--- config.mk ---
export PLATFORM = sky130hd
export DESIGN_NAME = sprite_pixel_mux
export DESIGN_NICKNAME = d
export VERILOG_FILES = /design/src/rtl/spx_pkg.sv /design/src/rtl/spx_slot.sv /design/src/rtl/spx_select.sv /design/src/rtl/spx_compose.sv /design/src/rtl/sprite_pixel_mux.sv
export SDC_FILE = /design/constraint.sdc
export NUM_CORES = 1
export LEC_CHECK = 0
export ABC_CLOCK_PERIOD_IN_PS = 5800
export BUFFER_PORTS_ARGS = -buffer_cell sky130_fd_sc_hd__buf_4
export CELL_PAD_IN_SITES_DETAIL_PLACEMENT = 0
export CELL_PAD_IN_SITES_GLOBAL_PLACEMENT = 1
export CORE_AREA = 2 2 164 166
export CTS_CLUSTER_DIAMETER = 50
export DETAILED_ROUTE_END_ITERATION = 10
export DIE_AREA = 0 0 166 168
export PLACE_DENSITY = 0.82
export SYNTH_ARGS = -nofsm -noshare
export SYNTH_HDL_FRONTEND = slang
export SYNTH_HIERARCHICAL = 1
export SYNTH_SLANG_ARGS = --single-unit
--- constraint.sdc ---
create_clock -name clk -period 5.8 [get_ports clk]
set_input_delay 1.74 -clock clk [delete_from_list [all_inputs] [get_ports clk]]
set_output_delay 1.74 -clock clk [all_outputs]
set_load 0.03 [all_outputs]
--- src/rtl/spx_pkg.sv ---
package spx_pkg;
    localparam int CNT_W   = 8;
    localparam int PAT_W   = 8;
    localparam int PAL_W   = 2;
    localparam int PIX_W   = 2;
    localparam int X_W     = 9;
    localparam int IDX_W   = 1 + PAL_W + PIX_W;
    localparam int X_LIMIT = 255;

    typedef struct packed {
        logic [CNT_W-1:0] cnt;
        logic [PAT_W-1:0] lo;
        logic [PAT_W-1:0] hi;
        logic [PAL_W-1:0] pal;
        logic             prio;
    } slot_t;

    function automatic logic [IDX_W-1:0] make_idx(input logic spr,
                                                 input logic [PAL_W-1:0] pal,
                                                 input logic [PIX_W-1:0] pix);
        return {spr, pal, pix};
    endfunction
endpackage

--- src/rtl/spx_slot.sv ---
module spx_slot
    import spx_pkg::*;
(
    input  logic             clk,
    input  logic             rst,
    input  logic             ld,
    input  slot_t            ld_val,
    input  logic             step,
    input  logic             vis,
    output slot_t            st,
    output logic [PIX_W-1:0] pix
);
    slot_t cur;

    always_ff @(posedge clk) begin
        if (rst) begin
            cur <= '0;
        end else if (ld) begin
            cur <= ld_val;
        end else if (step) begin
            if (cur.cnt != '0) begin
                cur.cnt <= cur.cnt - 1'b1;
            end else begin
                cur.lo <= {cur.lo[PAT_W-2:0], 1'b0};
                cur.hi <= {cur.hi[PAT_W-2:0], 1'b0};
            end
        end
    end

    always_comb begin
        pix = '0;
        if (vis && cur.cnt == '0) pix = {cur.hi[PAT_W-1], cur.lo[PAT_W-1]};
    end

    assign st = cur;

    a_r2_load_takes: assert property (@(posedge clk) disable iff (rst)
        ld |=> (cur == $past(ld_val)));
    a_r3_count_down: assert property (@(posedge clk) disable iff (rst)
        (step && !ld && cur.cnt != '0) |=> (cur.cnt == $past(cur.cnt) - 1'b1) && $stable(cur.lo));
    a_r4_plane_shift: assert property (@(posedge clk) disable iff (rst)
        (step && !ld && cur.cnt == '0) |=> (cur.lo == {$past(cur.lo[PAT_W-2:0]), 1'b0}));
    a_r5_hold_idle: assert property (@(posedge clk) disable iff (rst)
        (!step && !ld) |=> $stable(cur));
endmodule

--- src/rtl/spx_select.sv ---
module spx_select
    import spx_pkg::*;
#(
    parameter int N_SLOTS = 8,
    localparam int SW = $clog2(N_SLOTS)
) (
    input  logic [N_SLOTS-1:0][PIX_W-1:0] pix_v,
    input  slot_t [N_SLOTS-1:0]           st_v,
    output logic                          found,
    output logic [SW-1:0]                 win,
    output logic [PIX_W-1:0]              win_pix,
    output logic [PAL_W-1:0]              win_pal,
    output logic                          win_prio
);
    always_comb begin
        found    = 1'b0;
        win      = '0;
        win_pix  = '0;
        win_pal  = '0;
        win_prio = 1'b0;
        for (int i = N_SLOTS - 1; i >= 0; i--) begin
            if (pix_v[i] != '0) begin
                found    = 1'b1;
                win      = SW'(i);
                win_pix  = pix_v[i];
                win_pal  = st_v[i].pal;
                win_prio = st_v[i].prio;
            end
        end
    end
endmodule

--- src/rtl/spx_compose.sv ---
module spx_compose
    import spx_pkg::*;
#(
    parameter int SW = 3
) (
    input  logic             clk,
    input  logic             rst,
    input  logic             bg_en,
    input  logic [PIX_W-1:0] bg_pat,
    input  logic [PAL_W-1:0] bg_pal,
    input  logic             found,
    input  logic [SW-1:0]    win,
    input  logic [PIX_W-1:0] win_pix,
    input  logic [PAL_W-1:0] win_pal,
    input  logic             win_prio,
    input  logic             zero_here,
    input  logic [SW-1:0]    zero_slot,
    input  logic             hit_armed,
    input  logic [X_W-1:0]   pix_x,
    output logic [IDX_W-1:0] pal_idx,
    output logic             zero_hit
);
    logic [PIX_W-1:0] bg_eff;
    logic             bg_op;

    assign bg_eff = bg_en ? bg_pat : '0;
    assign bg_op  = (bg_eff != '0);

    always_comb begin
        if (found && (!bg_op || !win_prio)) pal_idx = make_idx(1'b1, win_pal, win_pix);
        else if (bg_op)                     pal_idx = make_idx(1'b0, bg_pal, bg_eff);
        else                                pal_idx = '0;
    end

    assign zero_hit = found && bg_op && zero_here && hit_armed &&
                      (win == zero_slot) && (pix_x < X_W'(X_LIMIT));

    a_r11_hit_needs_bg: assert property (@(posedge clk) disable iff (rst)
        zero_hit |-> (bg_en && bg_pat != '0 && hit_armed && pix_x < X_W'(X_LIMIT)));
    a_r9_blank_zero: assert property (@(posedge clk) disable iff (rst)
        (!found && (!bg_en || bg_pat == '0)) |-> (pal_idx == '0));
    a_r8_bg_off: assert property (@(posedge clk) disable iff (rst)
        (!bg_en && !found) |-> (pal_idx == '0 && !zero_hit));
endmodule

--- src/rtl/sprite_pixel_mux.sv ---
module sprite_pixel_mux
    import spx_pkg::*;
#(
    parameter int N_SLOTS = 8,
    localparam int SW = $clog2(N_SLOTS),
    localparam int AW = $clog2(N_SLOTS + 1)
) (
    input  logic             clk,
    input  logic             rst,
    input  logic             spr_en,
    input  logic             bg_en,
    input  logic             shift_en,
    input  logic [AW-1:0]    active_cnt,
    input  logic             load_en,
    input  logic [SW-1:0]    load_slot,
    input  logic [CNT_W-1:0] load_cnt,
    input  logic [PAT_W-1:0] load_lo,
    input  logic [PAT_W-1:0] load_hi,
    input  logic [PAL_W-1:0] load_pal,
    input  logic             load_prio,
    input  logic             zero_here,
    input  logic [SW-1:0]    zero_slot,
    input  logic             hit_armed,
    input  logic [X_W-1:0]   pix_x,
    input  logic [PIX_W-1:0] bg_pat,
    input  logic [PAL_W-1:0] bg_pal,
    output logic [IDX_W-1:0] pal_idx,
    output logic             zero_hit
);
    slot_t                         ld_val;
    slot_t [N_SLOTS-1:0]           st_v;
    logic  [N_SLOTS-1:0][PIX_W-1:0] pix_v;
    logic                          found;
    logic  [SW-1:0]                win;
    logic  [PIX_W-1:0]             win_pix;
    logic  [PAL_W-1:0]             win_pal;
    logic                          win_prio;

    assign ld_val = '{cnt: load_cnt, lo: load_lo, hi: load_hi, pal: load_pal, prio: load_prio};

    for (genvar g = 0; g < N_SLOTS; g++) begin : g_slot
        logic valid;
        assign valid = (AW'(g) < active_cnt) && spr_en;
        spx_slot u_slot (
            .clk    (clk),
            .rst    (rst),
            .ld     (load_en && load_slot == SW'(g)),
            .ld_val (ld_val),
            .step   (shift_en && valid),
            .vis    (valid),
            .st     (st_v[g]),
            .pix    (pix_v[g])
        );
    end

    spx_select #(.N_SLOTS(N_SLOTS)) u_sel (
        .pix_v    (pix_v),
        .st_v     (st_v),
        .found    (found),
        .win      (win),
        .win_pix  (win_pix),
        .win_pal  (win_pal),
        .win_prio (win_prio)
    );

    spx_compose #(.SW(SW)) u_cmp (
        .clk       (clk),
        .rst       (rst),
        .bg_en     (bg_en),
        .bg_pat    (bg_pat),
        .bg_pal    (bg_pal),
        .found     (found),
        .win       (win),
        .win_pix   (win_pix),
        .win_pal   (win_pal),
        .win_prio  (win_prio),
        .zero_here (zero_here),
        .zero_slot (zero_slot),
        .hit_armed (hit_armed),
        .pix_x     (pix_x),
        .pal_idx   (pal_idx),
        .zero_hit  (zero_hit)
    );

    a_r5_dark_when_off: assert property (@(posedge clk) disable iff (rst)
        !spr_en |-> (pal_idx[IDX_W-1] == 1'b0 && !zero_hit));
    a_r6_none_active: assert property (@(posedge clk) disable iff (rst)
        (active_cnt == '0) |-> (!found && !zero_hit));
endmodule

==> summary.md, run 1 <==
| Metric | Value |
|---|---|
| Max-Cap Viols | `0` |
| Drt wl/cell | `21.26 um` |
| Worst-Margin Slew | `1.032 ns` |
| Final worst-path cycle share | `97.52%` |
| Pwr dens | `314.1 nW/um2` |
| Routed WL | `39110 um` |
| Syn avg cell area | `8.311 um2` |
| CTS H-tree lvls | `1` |
| Worst skew pair latency | `0.55 ns` |
| Number of flip-flops in the largest register | `216` |
| Clk root buf | `clkbuf_16` |
| Synthesized flop and latch total | `216` |
| WL met2 | `17900 um` |
| IO Port Bufs | `63` |
| CP max stage cell | `or2_2` |
| Async S/R FF share, synth | `0%` |
| Setup violators final | `0` |
| Post-synth net total | `1529` |
| Num rows | `60` |
| Max FO, Critical Path | `9` |
| Fmax | `176.8 MHz` |
| Layout cells sized above 1 | `15.03%` |
| Area after DPL | `12800 um2` |
| CP most frequent cell | `buf_4` |
| Hold Slack | `0.4699 ns` |
| Routed vias | `11610` |
| Reg clk slew, reported paths | `0.06 ns` |
| Synthesized area | `12090 um2` |
| Final Max Tran Viols | `0` |
| Leak | `4.886 nW` |
| Tot GR Track Use | `26.99%` |
| Wire length on met3 | `2328 um` |
| Minimum clock period | `5.656 ns` |
| Main flop type after synthesis | `dfxtp_1` |
| Die area | `27890 um2` |
| Flop pwr share | `38.1%` |
| I/O pin count | `64` |
| Sw Ratio | `31.25%` |
| DR iter-0 viols | `1254` |
| CP max stage delay | `0.36 ns` |
| RD Place Congestion | `0.9044` |
| Clock power share | `40.8%` |
| Distinct cells, synth | `64` |
| Setup tns final | `0 ns` |
| Synth area leader | `dfxtp_1` |
| Fill cells | `2508` |
| Fin cells | `1839` |
| Fin Clk Skew | `0.01596 ns` |
| CTS sink cnt | `216` |
| Worst EP arrival | `3.92 ns` |
| Critical path data required time | `4.06 ns` |
| Most common library cells after synthesis | `216 x dfxtp_1, 120 x o21bai_1, 107 x a31oi_1, 105 x o21ai_0, 103 x nand3_1` |
| Sequential fraction of the synthesis area | `35.76%` |
| Worst VDD drop | `0.2388 mV` |
| Yosys Warn Count | `6` |
| Final Cell Area | `13810 um2` |
| DR vias/cell | `6.313` |
| Switching power of the nets | `1.355 mW` |
| Num CTS Buffers | `30` |
| Cell Chain, Critical Path | `buf_4 > nor3_1 > nor2b_1 > and3_1 > or2_2 > a311oi_1 > xnor2_1 > o211ai_1 > nor4_2 > buf_4` |
| Final hold viol count | `0` |
| Final worst setup slack | `0.1436 ns` |
| Core Area | `26350 um2` |
| GRT Residual Overflow | `0` |
| Initial Util | `45.89%` |
| Top cell type's share of synthesized area | `35.76%` |
| Synth area leaders | `dfxtp_1 36%, o21bai_1 7.4%, a31oi_1 5.5%` |
| Clock tree from TritonCTS | `yes` |
| Relative slew margins | `30.77%` |
| Die extent in x | `166 um` |
| Clock Path Buffers | `3` |
| Largest net degree at the start of global routing | `104` |
| Final nets | `1552` |
| DRT met1 WL | `17630 um` |
| Final HPWL DP | `24390 um` |
| Cell with the most instances after synthesis | `dfxtp_1` |
| Combinational fraction of design power | `21.2%` |
| Hold Crit Class | `register to register` |
| Pwr Total | `4.338 mW` |
| Layout Utilization | `52.42%` |
| DRT Pass-1 Iters | `6` |
| Startpoint Class | `input port` |
| Area Growth Syn to Fin | `14.22%` |
| Placed cell count | `1786` |
| Initial antenna violation count | `2` |
| Internal Power | `2.982 mW` |
| # DRC | `0` |
| Vias in the first global route | `10510` |
| Status | `completed` |
| Syn Inst Count | `1455` |
| First-pass GRT wire length | `60600 um` |
| Antenna Violating Nets Remaining | `0` |
| Crit Path Class | `input port to output port` |
| CP endpoint kind | `output port` |
| Post-Place Worst Slack | `0.07146 ns` |
| Top routing layer used | `met5` |
| Die height | `168 um` |
| Count of flip-flops with a built-in enable after synthesis | `0` |
[layer usage]
metal  global-route usage [%]  vias to the layer above
met5                        0                        -
met4                    9.792                        2
met3                    3.949                       78
met2                    42.61                      385
met1                    37.64                     5578
li1                         -                     5567
[cell families after synthesis]
| logic type | share of synthesized area, % |
|---|---|
| buffers and inverters | 6.187 |
| and+or+nand+nor | 21.47 |
| DFF | 35.76 |
| adders and majority gates | 1.655 |
| muxes | 3.145 |
| xor gates and xnor gates | 0.3622 |
| AOI/OAI and AO/OA | 31.42 |
[worst max-delay path: cells and delay by family]
kind            cells  cell delay [ns]
simple gates        5             1.20
compound gates      2             0.47
buf+inv             2             0.34
xor+xnor            1             0.16
[power by group through the flow]
stage / sequential, mW / combinational, mW / clock (mW)
4_1_cts: 1.65 / 0.894 / 1.79
3_5_place_dp: 1.68 / 0.889 / 0
2_1_floorplan: 1.66 / 0.613 / 0
6_report: 1.65 / 0.918 / 1.77
3_3_place_gp: 1.68 / 0.884 / 0
5_1_grt: 1.66 / 0.993 / 1.85
[path summary, 6_finish.rpt]
kind / startpoint / to / slack, ns / cells past startpoint
max reg2reg: g_slot[0].u_slot/st[19]$_SDFFE_PP0P_ / g_slot[0].u_slot/st[7]$_SDFFE_PP0P_ / 3.63 / 6
min reg2reg: g_slot[4].u_slot/st[15]$_SDFFE_PP0P_ / g_slot[4].u_slot/st[16]$_SDFFE_PP0P_ / 0.47 / 2
min: g_slot[4].u_slot/st[15]$_SDFFE_PP0P_ / g_slot[4].u_slot/st[16]$_SDFFE_PP0P_ / 0.47 / 2
max: active_cnt[3] / zero_hit / 0.14 / 10
[cell type report]
type | count | area [um2] | share of cell area [%]
multi-input combinational | 1064 | 7072 | 51.20
sequential | 216 | 4324 | 31.31
clock buffer | 36 | 813.3 | 5.888
timing repair buffer | 102 | 782.0 | 5.662
tap | 341 | 426.7 | 3.089
inverter | 64 | 240.2 | 1.739
clock inverter | 15 | 151.4 | 1.096
antenna | 1 | 2.502 | 0.01812
[placed cells by master, fill, tap and decap left out, types with 21 or more instances in the layout]
master / n
o21bai_1: 120
inv_1: 56
dfxtp_1: 216
o211ai_1: 43
o21ai_1: 22
a211o_1: 21
nand2_1: 46
or3_1: 23
a21oi_1: 57
nand3_1: 103
a31oi_1: 107
clkbuf_16: 30
nor3_1: 34
a221oi_1: 25
o21ai_0: 105
nor2_1: 79
buf_4: 100
or4_1: 21
mux2i_1: 38
[what timing repair did]
| action | in CTS | in global routing |
|---|---|---|
| resized for setup | 0 | 14 |
| buffers inserted | 0 | 1 |
| hold buffers | 0 | 0 |
| endpoints found under the setup margin | 0 | 6 |
| hold endpoints to repair | 0 | 0 |
Power figures use the tool's default switching activity.
==> run 2, diff against run 1 <==
CORE_AREA = 2 2 173 158   (was 2 2 164 166)
DIE_AREA = 0 0 175 160   (was 0 0 166 168)
REMOVE_ABC_BUFFERS = 1   (was not set)
==> run 2 against run 1 <==
Combinational power barely moved. Highest routed layer is now met4. Sequential power hardly changed. Critical path depth grew 2. Sequential share of layout area shrank 0.50 points. Via count shrank 0.40%. Global-route usage is 0.28 points lower.
==> summary.md, run 2 (synthesis results as in run 1) <==
| Metric | Value |
|---|---|
| Status | `completed` |
| Layout cells sized above 1 | `16.35%` |
| Die extent in x | `175 um` |
| Post-Place Worst Slack | `-0.1199 ns` |
| Hold Slack | `0.4731 ns` |
| Worst-Margin Slew | `1.015 ns` |
| Worst EP arrival | `4.00 ns` |
| Leak | `4.969 nW` |
| GRT Residual Overflow | `0` |
| Worst skew pair latency | `0.54 ns` |
| Startpoint Class | `input port` |
| Fin Clk Skew | `0.008619 ns` |
| Max-Cap Viols | `0` |
| Hold Crit Class | `register to register` |
| Fill cells | `2521` |
| Num rows | `57` |
| Fin cells | `1866` |
| Number of flip-flops in the largest register | `216` |
| Clock Path Buffers | `3` |
| Drt wl/cell | `20.53 um` |
| CTS H-tree lvls | `1` |
| Final Max Tran Viols | `0` |
| CTS sink cnt | `216` |
| Layout Utilization | `53.05%` |
| Die height | `160 um` |
| CP endpoint kind | `output port` |
| Die area | `28000 um2` |
| Post-CTS setup buffer count | `0` |
| Relative slew margins | `31.90%` |
| Tot GR Track Use | `26.72%` |
| Area Growth Syn to Fin | `16.08%` |
| Most common cell after layout, fill and taps aside | `dfxtp_1` |
| Antenna Violating Nets Remaining | `0` |
| Core Area | `26460 um2` |
| First-pass GRT wire length | `60150 um` |
| DR vias/cell | `6.197` |
| Pwr dens | `315.3 nW/um2` |
| Setup violators final | `0` |
| Routed WL | `38310 um` |
| Reg clk slew, reported paths | `0.06 ns` |
| Worst VDD drop | `0.2180 mV` |
| Largest net degree at the start of global routing | `130` |
| Max FO, Critical Path | `5` |
| Initial antenna violation count | `1` |
| I/O pin count | `64` |
| Final worst setup slack | `0.06369 ns` |
| Final hold viol count | `0` |
| Final worst-path cycle share | `98.90%` |
| Hold buffers post-CTS | `0` |
| Num CTS Buffers | `28` |
| Minimum clock period | `5.736 ns` |
| Vias in the first global route | `10670` |
| DRT Pass-1 Iters | `5` |
| Clk root buf | `clkbuf_16` |
| Clock tree from TritonCTS | `yes` |
| Routed vias | `11560` |
| Crit Path Class | `input port to output port` |
| Final HPWL DP | `24480 um` |
| Initial Util | `45.70%` |
| DR iter-0 viols | `997` |
| Fmax | `174.3 MHz` |
| # DRC | `0` |
| Final nets | `1563` |
| Most frequent cells in the layout | `216 x dfxtp_1, 120 x o21bai_1, 112 x buf_4` |
| Placed cell count | `1813` |
| RD Place Congestion | `0.9024` |
| IO Port Bufs | `63` |
| Critical path data required time | `4.06 ns` |
| Pwr Total | `4.426 mW` |
[run 2: cell types whose count changed in the layout (fill, tap and decap cells not counted), moves of 2 or more]
cell	change
a311oi_1	-2
or2_4	+3
buf_4	+12
a2111oi_1	+2
inv_6	+2
a22o_1	+2
or2_2	-2
a2111oi_0	-2
and3_4	+2
bufinv_16	+2
a22o_2	-2
a311oi_2	+2
clkinv_2	-4
and3_1	-2
[run 2: cell type report]
class	instances	area (um2)	share of cell area (%)
clock buffer	37	805.8	5.740
inverter	64	240.2	1.711
tap	354	442.9	3.155
clock inverter	15	200.2	1.426
timing repair buffer	115	892.1	6.355
multi-input combinational	1064	7129	50.79
sequential	216	4324	30.80
antenna	1	2.502	0.01783
[run 2: timing repair]
action	in CTS	in global routing
setup endpoints to repair	6	6
hold endpoints to repair	0	0
pin swaps	0	6
resized for setup	6	25
[run 2: power breakdown]
| group | leakage, nW | switching (mW) | internal [mW] | total, mW |
|---|---|---|---|---|
| Clock | 0.483 | 0.695 | 1.16 | 1.85 |
| Sequential | 1.76 | 0.0838 | 1.57 | 1.65 |
| Combinational | 2.73 | 0.578 | 0.343 | 0.921 |
| Total | 4.97 | 1.36 | 3.07 | 4.43 |
[run 2: critical path, cell delays in order]
cell	delay, ns
buf_4	0.11
buf_4	0.15
o21ai_2	0.07
a21boi_1	0.27
and3_4	0.28
inv_1	0.04
a2111oi_1	0.41
o31ai_1	0.16
a31oi_1	0.25
o21bai_1	0.10
a32o_1	0.25
buf_4	0.16
[run 2: worst paths after layout]
path	start	end	slack, ns	cells after the start
max	active_cnt[2]	pal_idx[1]	0.06	12
min	g_slot[6].u_slot/st[4]$_SDFFE_PP0P_	g_slot[6].u_slot/st[5]$_SDFFE_PP0P_	0.47	2
max reg2reg	g_slot[0].u_slot/st[19]$_SDFFE_PP0P_	g_slot[0].u_slot/st[7]$_SDFFE_PP0P_	3.60	6
min reg2reg	g_slot[6].u_slot/st[4]$_SDFFE_PP0P_	g_slot[6].u_slot/st[5]$_SDFFE_PP0P_	0.47	2
[run 2: metrics by stage]
| step | TNS (ns) | instance area, um2 |
|---|---|---|
| floorplan | 0 | 11580 |
| global placement | -0.1634 | 12930 |
| detailed placement | -0.4835 | 12930 |
| CTS | 0 | 13960 |
| global route | -0.01619 | 14040 |
| finish | 0 | 14040 |
[run 2: routing by layer]
metal | GRT usage [%] | wire length [um] | vias to the layer above
met5 | 0 | 0 | -
li1 | - | - | 5602
met1 | 38.12 | 17910 | 5586
met4 | 8.258 | 1237 | 0
met3 | 2.976 | 1838 | 79
met2 | 42.35 | 17330 | 296
==> run 3, diff against run 2 <==
CTS_CLUSTER_DIAMETER = not set   (was 50)
SETUP_SLACK_MARGIN = 0.1   (was not set)
==> run 3 against run 2 <==
First-iteration DRC count up 1.3%. Combinational power grew 2%. Register-to-register slack about the same. Critical endpoint is now pal_idx[0].
==> summary.md, run 3 (synthesis results as in run 1) <==
| Metric | Value |
|---|---|
| Num CTS Buffers | `26` |
| Worst skew pair latency | `0.53 ns` |
| Initial Util | `45.70%` |
| Die area | `28000 um2` |
| CP most frequent cell | `buf_4` |
| Core Area | `26460 um2` |
| Drt wl/cell | `20.65 um` |
| Layout cells sized above 1 | `17.18%` |
| Antenna Violating Nets Remaining | `0` |
| RD Place Congestion | `0.9024` |
| Critical path data required time | `4.06 ns` |
| Hold Slack | `0.4729 ns` |
| CP endpoint kind | `output port` |
| I/O pin count | `64` |
| Initial antenna violation count | `1` |
| Reg clk slew, reported paths | `0.06 ns` |
| CTS H-tree lvls | `1` |
| Leak | `4.951 nW` |
| Clock Path Buffers | `3` |
| Pwr dens | `300.6 nW/um2` |
| Final nets | `1565` |
| Hold Crit Class | `register to register` |
| Max FO, Critical Path | `4` |
| Fin cells | `1863` |
| Status | `completed` |
| CP delay by family, top | `compound AO/OA/AOI/OAI gates` |
| First-pass GRT wire length | `60100 um` |
| CP max stage cell | `a2111oi_2` |
| Final Max Tran Viols | `0` |
| Routed vias | `11640` |
| RSZ-0062 raised after global routing | `false` |
| Area Growth Syn to Fin | `16.42%` |
| Layout Utilization | `53.21%` |
| Die extent in x | `175 um` |
| Final hold viol count | `0` |
| Most frequent cells in the layout | `216 x dfxtp_1, 120 x o21bai_1, 109 x buf_4` |
| Max-Cap Viols | `0` |
| Startpoint Class | `input port` |
| Clock tree from TritonCTS | `yes` |
| DRT Pass-1 Iters | `5` |
| Routed WL | `38470 um` |
| Clk root buf | `clkbuf_16` |
| Fmax | `176.4 MHz` |
| Worst EP arrival | `3.93 ns` |
| Setup violators final | `0` |
| Largest net degree at the start of global routing | `130` |
| Hold buffers post-CTS | `0` |
| Cell Chain, Critical Path | `buf_4 > buf_6 > a211oi_2 > nor2b_1 > and3_4 > buf_4 > a2111oi_2 > o31ai_1 > a21oi_1 > o21bai_1 > a32o_1 > buf_4` |
| Most common cell after layout, fill and taps aside | `dfxtp_1` |
| Placed cell count | `1813` |
| Number of flip-flops in the largest register | `216` |
| GRT Residual Overflow | `0` |
| CP Buf/Inv Count | `4` |
| DR iter-0 viols | `1010` |
| Fin Clk Skew | `0.01403 ns` |
| Final worst-path cycle share | `97.73%` |
| Worst-Margin Slew | `1.018 ns` |
| # DRC | `0` |
| Final HPWL DP | `24480 um` |
| IO Port Bufs | `63` |
| Minimum clock period | `5.669 ns` |
| CP max stage delay | `0.35 ns` |
| Vias in the first global route | `10650` |
| Worst VDD drop | `0.2026 mV` |
| Num rows | `57` |
| Fill cells | `2518` |
| Tot GR Track Use | `26.70%` |
| CTS sink cnt | `216` |
| DR vias/cell | `6.245` |
| Relative slew margins | `31.71%` |
| Crit Path Class | `input port to output port` |
| Die height | `160 um` |
run 3: cell count changes in the layout (fill, tap and decap cells not counted), moves of 4 or more:
cell	before	now
and3_4	2	9
buf_6	1	8
nor2_1	78	73
and3_1	12	6
clkbuf_8	5	9
nor2_4	1	5
run 3: power breakdown:
| part | total (mW) | switching (mW) | internal [mW] |
|---|---|---|---|
| clock | 1.64 | 0.641 | 1.00 |
| combinational | 0.938 | 0.586 | 0.352 |
| sequential | 1.65 | 0.0841 | 1.57 |
| total | 4.23 | 1.31 | 2.92 |
run 3: routing by layer:
metal  global-route usage [%]  up-vias  share of wire [%]
met2                    42.44      289                 46
met4                    7.992        0                2.9
met1                    38.08     5671                 46
met3                    3.000       71                5.2
met5                        0        -                  0
li1                         -     5604                  -
run 3: final timing paths:
| path | startpoint | to | slack, ns | cells past startpoint |
|---|---|---|---|---|
| worst max-delay path | active_cnt[2] | pal_idx[0] | 0.13 | 12 |
| worst min-delay path | g_slot[6].u_slot/st[4]$_SDFFE_PP0P_ | g_slot[6].u_slot/st[5]$_SDFFE_PP0P_ | 0.47 | 2 |
| worst max register to register | g_slot[0].u_slot/st[19]$_SDFFE_PP0P_ | g_slot[0].u_slot/st[7]$_SDFFE_PP0P_ | 3.59 | 6 |
| worst min register to register | g_slot[6].u_slot/st[4]$_SDFFE_PP0P_ | g_slot[6].u_slot/st[5]$_SDFFE_PP0P_ | 0.47 | 2 |
run 3: tightest hold or removal path, stage by stage (launching register included):
cell and delay (ns):
dfxtp_1 0.30, nand3_1 0.06, a31oi_1 0.07
run 3: layout make-up:
| class | instances | area, um2 | area share (%) |
|---|---|---|---|
| Multi-Input combinational cell | 1064 | 7254 | 51.53 |
| Sequential cell | 216 | 4324 | 30.71 |
| Timing Repair Buffer | 119 | 948.4 | 6.737 |
| Clock buffer | 41 | 818.3 | 5.812 |
| Tap cell | 354 | 442.9 | 3.146 |
| Inverter | 64 | 240.2 | 1.706 |
| Clock inverter | 4 | 47.55 | 0.3377 |
| Antenna cell | 1 | 2.502 | 0.01777 |
run 3: metrics by stage:
stage | worst slack (ns) | area [um2] | setup TNS, ns | total power, mW
finish | 0.1315 | 14080 | 0 | 4.233
global route | 0.06758 | 14080 | 0 | 4.413
CTS | 0.1074 | 13870 | 0 | 4.223
detailed placement | -0.1199 | 12930 | -0.4835 | 2.577
global placement | -0.05443 | 12930 | -0.1634 | 2.567
floorplan | 0.1102 | 11580 | 0 | 2.205
run 3: what timing repair did:
item	in CTS	in global routing
resized for setup	22	49
endpoints found under the setup margin	6	6
buffers inserted	1	3
cloned	0	0
pin swaps	5	18
